$ cat config.mk
export PLATFORM = sky130hd
export DESIGN_NAME = csr_split_bridge
export DESIGN_NICKNAME = d
export VERILOG_FILES = /design/src/rtl/csr_split_pkg.sv /design/src/rtl/csr_addr_decode.sv /design/src/rtl/csr_hold_latch.sv /design/src/rtl/csr_commit_stage.sv /design/src/rtl/csr_split_bridge.sv
export SDC_FILE = /design/constraint.sdc
export NUM_CORES = 1
export LEC_CHECK = 0
export BUFFER_PORTS_ARGS = -buffer_cell sky130_fd_sc_hd__buf_2
export CELL_PAD_IN_SITES_DETAIL_PLACEMENT = 1
export CELL_PAD_IN_SITES_GLOBAL_PLACEMENT = 2
export CORE_ASPECT_RATIO = 1.25
export CORE_UTILIZATION = 31
export CTS_CLUSTER_DIAMETER = 150
export DETAILED_ROUTE_END_ITERATION = 6
export GPL_ROUTABILITY_DRIVEN = 0
export PLACE_DENSITY_LB_ADDON = 0.1
export REMOVE_ABC_BUFFERS = 1
export SKIP_CTS_REPAIR_TIMING = 1
export SLEW_MARGIN = 10
export SYNTH_ARGS = -nofsm -noshare
export SYNTH_HDL_FRONTEND = slang
export SYNTH_SLANG_ARGS = --single-unit
$ cat constraint.sdc
create_clock -name clk -period 4.5 [get_ports clk]
set_clock_uncertainty 0.2 [all_clocks]
set_input_delay 0.225 -clock clk [delete_from_list [all_inputs] [get_ports clk]]
set_output_delay 0.225 -clock clk [all_outputs]
set_load 0.03 [all_outputs]
$ cat src/rtl/csr_split_pkg.sv
package csr_split_pkg;
  localparam int WORD_W  = 32;
  localparam int DWORD_W = 64;

  typedef enum logic [1:0] {
    ACC_WR_LO = 2'd0,
    ACC_WR_HI = 2'd1,
    ACC_RD_LO = 2'd2,
    ACC_RD_HI = 2'd3
  } acc_kind_e;

  function automatic acc_kind_e classify(input logic is_wr, input logic is_hi);
    return acc_kind_e'({~is_wr, is_hi});
  endfunction

  function automatic logic [DWORD_W-1:0] join_halves(input logic [WORD_W-1:0] hi,
                                                     input logic [WORD_W-1:0] lo);
    return {hi, lo};
  endfunction

  function automatic logic [WORD_W-1:0] upper_word(input logic [DWORD_W-1:0] v);
    return v[DWORD_W-1:WORD_W];
  endfunction

  function automatic logic [WORD_W-1:0] lower_word(input logic [DWORD_W-1:0] v);
    return v[WORD_W-1:0];
  endfunction
endpackage

$ cat src/rtl/csr_addr_decode.sv
module csr_addr_decode #(
  parameter int AW          = 12,
  parameter int NUM_REGS    = 8,
  parameter int STRIDE_LOG2 = 6
) (
  input  logic [AW-1:0] addr,
  output logic          half_hi,
  output logic          mapped,
  output logic [AW-1:0] base_addr
);
  localparam int IDX_W = AW - STRIDE_LOG2;

  logic [IDX_W-1:0] reg_idx;
  logic             pad_clear;
  logic             in_range;

  assign reg_idx   = addr[AW-1:STRIDE_LOG2];
  assign half_hi   = addr[2];
  assign pad_clear = (addr[STRIDE_LOG2-1:3] == '0) && (addr[1:0] == 2'b00);
  assign in_range  = ({{(32-IDX_W){1'b0}}, reg_idx} < 32'(NUM_REGS));
  assign mapped    = pad_clear && in_range;
  assign base_addr = {addr[AW-1:3], 1'b0, addr[1:0]};
endmodule

$ cat src/rtl/csr_hold_latch.sv
module csr_hold_latch
  import csr_split_pkg::*;
(
  input  logic              clk,
  input  logic              rst_n,
  input  logic              ld_from_wr,
  input  logic [WORD_W-1:0] wr_word,
  input  logic              ld_from_rd,
  input  logic [WORD_W-1:0] rd_word,
  output logic [WORD_W-1:0] q
);
  always_ff @(posedge clk) begin
    if (!rst_n) begin
      q <= '0;
    end else if (ld_from_wr) begin
      q <= wr_word;
    end else if (ld_from_rd) begin
      q <= rd_word;
    end
  end
endmodule

$ cat src/rtl/csr_commit_stage.sv
module csr_commit_stage
  import csr_split_pkg::*;
#(
  parameter int AW = 12
) (
  input  logic               clk,
  input  logic               rst_n,
  input  logic               fire,
  input  logic [AW-1:0]      addr_in,
  input  logic [DWORD_W-1:0] data_in,
  output logic               wr_en,
  output logic [AW-1:0]      waddr,
  output logic [DWORD_W-1:0] wdata
);
  always_ff @(posedge clk) begin
    if (!rst_n) begin
      wr_en <= 1'b0;
      waddr <= '0;
      wdata <= '0;
    end else begin
      wr_en <= fire;
      if (fire) begin
        waddr <= addr_in;
        wdata <= data_in;
      end
    end
  end
endmodule

$ cat src/rtl/csr_split_bridge.sv
module csr_split_bridge
  import csr_split_pkg::*;
#(
  parameter int AW          = 12,
  parameter int NUM_REGS    = 8,
  parameter int STRIDE_LOG2 = 6
) (
  input  logic               clk,
  input  logic               rst_n,
  input  logic               req_valid,
  output logic               req_ready,
  input  logic               req_write,
  input  logic [AW-1:0]      req_addr,
  input  logic [31:0]        req_wdata,
  output logic               rsp_valid,
  output logic [31:0]        rsp_rdata,
  output logic               rsp_err,
  output logic               bank_wr_en,
  output logic [AW-1:0]      bank_waddr,
  output logic [63:0]        bank_wdata,
  output logic               bank_rd_en,
  output logic [AW-1:0]      bank_raddr,
  input  logic [63:0]        bank_rdata
);
  logic            half_hi;
  logic            acc_mapped;
  logic [AW-1:0]   base_addr;
  logic            acc;
  acc_kind_e       kind;
  logic [WORD_W-1:0] latch_q;

  // named events, shared with the checker
  logic ev_stage, ev_commit, ev_drop, ev_rd_live, ev_rd_bad, ev_rd_latch;

  csr_addr_decode #(
    .AW(AW), .NUM_REGS(NUM_REGS), .STRIDE_LOG2(STRIDE_LOG2)
  ) u_dec (
    .addr(req_addr), .half_hi(half_hi), .mapped(acc_mapped), .base_addr(base_addr)
  );

  assign acc  = req_valid && req_ready;
  assign kind = classify(req_write, half_hi);

  assign ev_stage    = acc && (kind == ACC_WR_LO);
  assign ev_commit   = acc && (kind == ACC_WR_HI) && acc_mapped;
  assign ev_drop     = acc && (kind == ACC_WR_HI) && !acc_mapped;
  assign ev_rd_live  = acc && (kind == ACC_RD_LO) && acc_mapped;
  assign ev_rd_bad   = acc && (kind == ACC_RD_LO) && !acc_mapped;
  assign ev_rd_latch = acc && (kind == ACC_RD_HI);

  assign bank_rd_en = ev_rd_live;
  assign bank_raddr = base_addr;

  csr_hold_latch u_latch (
    .clk(clk), .rst_n(rst_n),
    .ld_from_wr(ev_stage),   .wr_word(req_wdata),
    .ld_from_rd(ev_rd_live), .rd_word(upper_word(bank_rdata)),
    .q(latch_q)
  );

  csr_commit_stage #(.AW(AW)) u_commit (
    .clk(clk), .rst_n(rst_n),
    .fire(ev_commit),
    .addr_in(base_addr),
    .data_in(join_halves(req_wdata, latch_q)),
    .wr_en(bank_wr_en), .waddr(bank_waddr), .wdata(bank_wdata)
  );

  logic [WORD_W-1:0] rdata_next;
  always_comb begin
    rdata_next = '0;
    if (ev_rd_live)       rdata_next = lower_word(bank_rdata);
    else if (ev_rd_bad)   rdata_next = '1;
    else if (ev_rd_latch) rdata_next = latch_q;
  end

  always_ff @(posedge clk) begin
    if (!rst_n) begin
      rsp_valid <= 1'b0;
      rsp_err   <= 1'b0;
      rsp_rdata <= '0;
    end else begin
      rsp_valid <= acc;
      rsp_err   <= ev_drop || ev_rd_bad;
      rsp_rdata <= rdata_next;
    end
  end

  assign req_ready = !rsp_valid;
endmodule

-- Yosys cells after proc, flatten, opt, wreduce, memory -nomap -nowiden
Cells that the tools add are included.
- order comparisons: 1
- eq/ne operators: 3
- mux-type cells: 5
- bitwise gates (word level): 1
- reduce and logical (&&, ||, !) cells: 18
- operators by type and width (operator ; number):
    32-bit 2-to-1 mux ; 5
    1-bit logical AND ; 11
    6-bit by 4-bit less-than comparator with 1-bit output (second input constant) ; 1
    2-bit equality test (second input constant) ; 2
    2-bit logical NOT ; 2
    3-bit logical NOT ; 1
    2-bit by 1-bit equality test with 1-bit output (second input constant) ; 1
    1-bit logical NOT ; 2
    2-bit nonzero test ; 1
    1-bit logical OR ; 1
    1-bit inverter ; 1
- register bits: 142
- logic and storage cells: 35

-- Depth between registers and ports, before layout
- word-level depth: 7
- gate-level depth with buffers: 6
- gate-level depth less buffers: 3

-- Cells and area by module
A second synthesis with hierarchy kept.
- cells, all modules: 560
- area, all modules: 6444.9 µm²
- modules (own cells, without submodules) (module ; times used ; cells each ; area each (µm²) ; seq. area each (µm²)):
    csr_commit_stage ; 1 ; 247 ; 2930.3 ; 1541.5
    csr_hold_latch ; 1 ; 141 ; 1778.0 ; 640.6
    csr_split_bridge ; 1 ; 155 ; 1616.6 ; 680.7
    csr_addr_decode ; 1 ; 17 ; 120.1 ; 0.0

-- Worst setup path before layout
Ideal clock, no wire load.
- kind: register to output
- start: reg rsp_valid
- end: out bank_rd_en
- data arrival time: 1822 ps
- data required time: 4075 ps
- setup slack: 2253 ps
- stages on the path, launching flop included: 7
- buffers on the path: 3
- path through: dfxtp_1 -> or4b_1 -> clkbuf_1 -> or3_1 -> buf_6 -> buf_6 -> inv_1
- word-level cells in the longest chain between the ends: 4
- RTL lines (element ; RTL line ; source):
    start, declared ; csr_split_bridge.sv:15 ; output logic rsp_valid,
    start signal, assigned ; csr_split_bridge.sv:79 ; rsp_valid <= 1'b0;
    start signal, assigned ; csr_split_bridge.sv:83 ; rsp_valid <= acc;
    1-bit logical NOT ; csr_split_bridge.sv:89 ; assign req_ready = !rsp_valid;
    1-bit logical AND ; csr_split_bridge.sv:41 ; assign acc = req_valid && req_ready;
    1-bit logical AND (2 in a row) ; csr_split_bridge.sv:47 ; assign ev_rd_live = acc && (kind == ACC_RD_LO) && acc_mapped;
    end, declared ; csr_split_bridge.sv:21 ; output logic bank_rd_en,
No other way between the ends.

-- Worst setup path after layout
Ends and elaborated chain as after synthesis.

==> results.yml <==
run_status:
  status: "completed"
floorplanning:
  rows: 57
  pin_count: 237
  dieArea_um2: 20600
  core_area_um2: 19500
  initial_core_util_pct: 31.8
  die_w_um: 129
  die_y_um: 160
finish:
  final_common_cell: "buf_2"
  fillers: 2326
  multiInputGateArea_um2: 2990
  mostFrequentLayoutCells: "233 x buf_2, 142 x dfxtp_1, 134 x nand2_1"
  regArea_um2: 2840
  finalNetCount: 1007
  fin_area_um2: 8760
  layout-drive-gt1-share_pct: 31.8
  syn_to_final_growth_pct: 40.8
power_and_ir_drop:
  powerDensity_nw_per_um2: 359
  leakage_nw: 3.61
  power_frac_comb_pct: 9.6
  p_sw_share_pct: 23.3
  vdd_ir_drop_max_v: 0.000232
  power_switching_uw: 731
  internal-power_mw: 2.41
  seq_power_share_pct: 41.0
  clkPwrFrac_pct: 49.3
sta:
  setup_tns_ns: 0
  setup_viol: 0
  hold_viol: 0
  hold_ws_ns: 0.00110
  maxSlewHeadroom_pct: 38.5
  period_needed_ns: 3.51
  tightest_slew_ns: 0.921
  slew_violations: 0
  grt_setup_unrepaired: "no"
  finalCritPeriodShare_pct: 78.1
  clock.fmax_ghz: 0.285
placed_design:
  dpl-instance-area_um2: 7440
  portBuffers: 234
  hpwl_mm: 13.9
logic_synthesis:
  synth_cells: 643
  synth_edf_count: 0
  syn_area_um2: 6220
  ys_ff_latch: 142
  syn_area_per_cell_um2: 9.67
  synth_cell_types: 29
  ys_async_sr_fraction_pct: 0
  synth_warnings: 0
  yosysSeqAreaShare_pct: 45.7
  synth_flop_cell: "dfxtp_1"
setup_path:
  cpPeakStageDelay_ns: 1.02
  cp_slowest_cell: "or4b_2"
  arrival_ns: 3.09
  path_cells: "or4b_2, or3_2, inv_1, buf_2"
  critPathBufInv: 2
  path_max_fanout: 33
  cp-start-kind: "flip-flop"
  path_delay_family: "simple AND/OR/NAND/NOR gates"
  critPathCaptureType: "output port"
  cp.required_ns: 4.07
  rr_startpoint: "rsp_valid"
  crit_start: "rsp_valid"
  worstSetupPathType: "flip-flop to output port"
drt:
  ant_nets: 0
  wl_per_cell_um: 18.6
  wirelength_mm: 21.8
  first_iter_violations: 202
  vias_per_cell: 4.95
  drc: 0
  firstDrtPassIters: 4
  vias: 5808
cts:
  cts-buffers-inserted: 17
  cts.sinks: 142
  tritoncts: "yes"
  worstSkewPairLatency_ns: 0.41
  clk_pin_slew_ns: 0.06
  htreeDepth: 4
  cts_buffer_depth: 2
  ctsRootBufferMaster: "clkbuf_16"
global_route:
  grt_pass1_wl_mm: 32.3
  gr-total-overflow: 0
  grt_use_total_pct: 20.6
  antenna_found_initial: 1
  grt_max_degree: 96
  grt_pass1_vias: 5911
worst_hold_path:
  hold_path.class: "input pin to flip-flop"
  hold_start: "req_valid"
job:
  drv_cap: 0
## Yosys cell counts, types with 2 or more instances
cell type,instances,area share [%]
nand2b_1,32,3.2
o221a_2,3,0.54
and3_1,9,0.91
buf_4,18,2.2
nor4b_1,32,4.5
o221a_1,29,5.2
clkbuf_1,51,3.1
inv_1,4,0.24
nor4_1,32,3.2
dfxtp_1,142,46
buf_6,5,0.91
buf_2,5,0.40
a211oi_1,33,4.0
nand2_1,134,8.1
nor4_2,2,0.40
mux2i_1,99,16
## state kept, by name, summed over array words and instances, names as in the netlist
signal and flops:
rsp_valid 1, u_commit.waddr 11, u_latch.q 32, rsp_err 1, u_commit.wr_en 1, u_commit.wdata 64, rsp_rdata 32
## per-layer routing
metal,global-route usage [%],part of all wire (%),vias up
met4,6.15,1.2,0
met3,5.73,5.3,16
met2,37.7,53,152
met1,22.6,41,2848
met5,0,0,-
li1,-,-,2792
## through the flow
stage / utilization (%) / power (mW) / setup WS, ns / instances
4_1_cts: 41.4 / 3.13 / 0.944 / 1105
6_report: 44.8 / 3.14 / 0.986 / 1173
5_1_grt: 44.8 / 3.25 / 0.824 / 1173
2_1_floorplan: - / 1.42 / -0.257 / 564
3_5_place_dp: 38.1 / 1.57 / 1.32 / 1074
3_3_place_gp: 38.1 / 1.57 / 1.34 / 1074
## worst paths after layout
check	to	slack (ns)	depth (start not counted)
worst max register to register	rsp_rdata[19]	1.48	3
worst min register to register	u_commit.wdata[40]	0.25	2
worst min-delay path	rsp_valid	0.001	3
worst max-delay path	bank_rd_en	0.99	4
## power groups by stage
stage | combinational [mW] | clock [mW] | sequential, mW
2_1_floorplan | 0.0937 | 0 | 1.33
3_3_place_gp | 0.250 | 0 | 1.32
3_5_place_dp | 0.258 | 0 | 1.32
4_1_cts | 0.259 | 1.59 | 1.29
5_1_grt | 0.327 | 1.63 | 1.29
6_report | 0.303 | 1.55 | 1.29
## worst reg2reg max path, cell delays in order, from the launching register on
cell     delay [ns]
dfxtp_1        0.36
or4b_2         1.02
or3_2          0.95
o221a_1        0.38
## layout make-up
class / count / share of cell area, %
multi-input combinational: 418 / 34.2
clock buffer: 22 / 5.64
antenna: 1 / 0.0286
inverter: 4 / 0.171
tap: 265 / 3.78
clock inverter: 9 / 1.78
timing repair buffer: 312 / 22.0
sequential: 142 / 32.4
## cells by family (layout without fill, tap and decap cells)
kind of cell / Yosys count / count (layout) / share of synthesized area [%]
mux: 99 / 99 / 15.9
compound gates: 65 / 65 / 9.77
other cells: 1 / 3 / 0.0603
simple gates: 251 / 251 / 21.5
buf+inv: 84 / 347 / 6.86
xor+xnor: 1 / 1 / 0.141
flops: 142 / 142 / 45.7
Power figures use the tool's default switching activity.
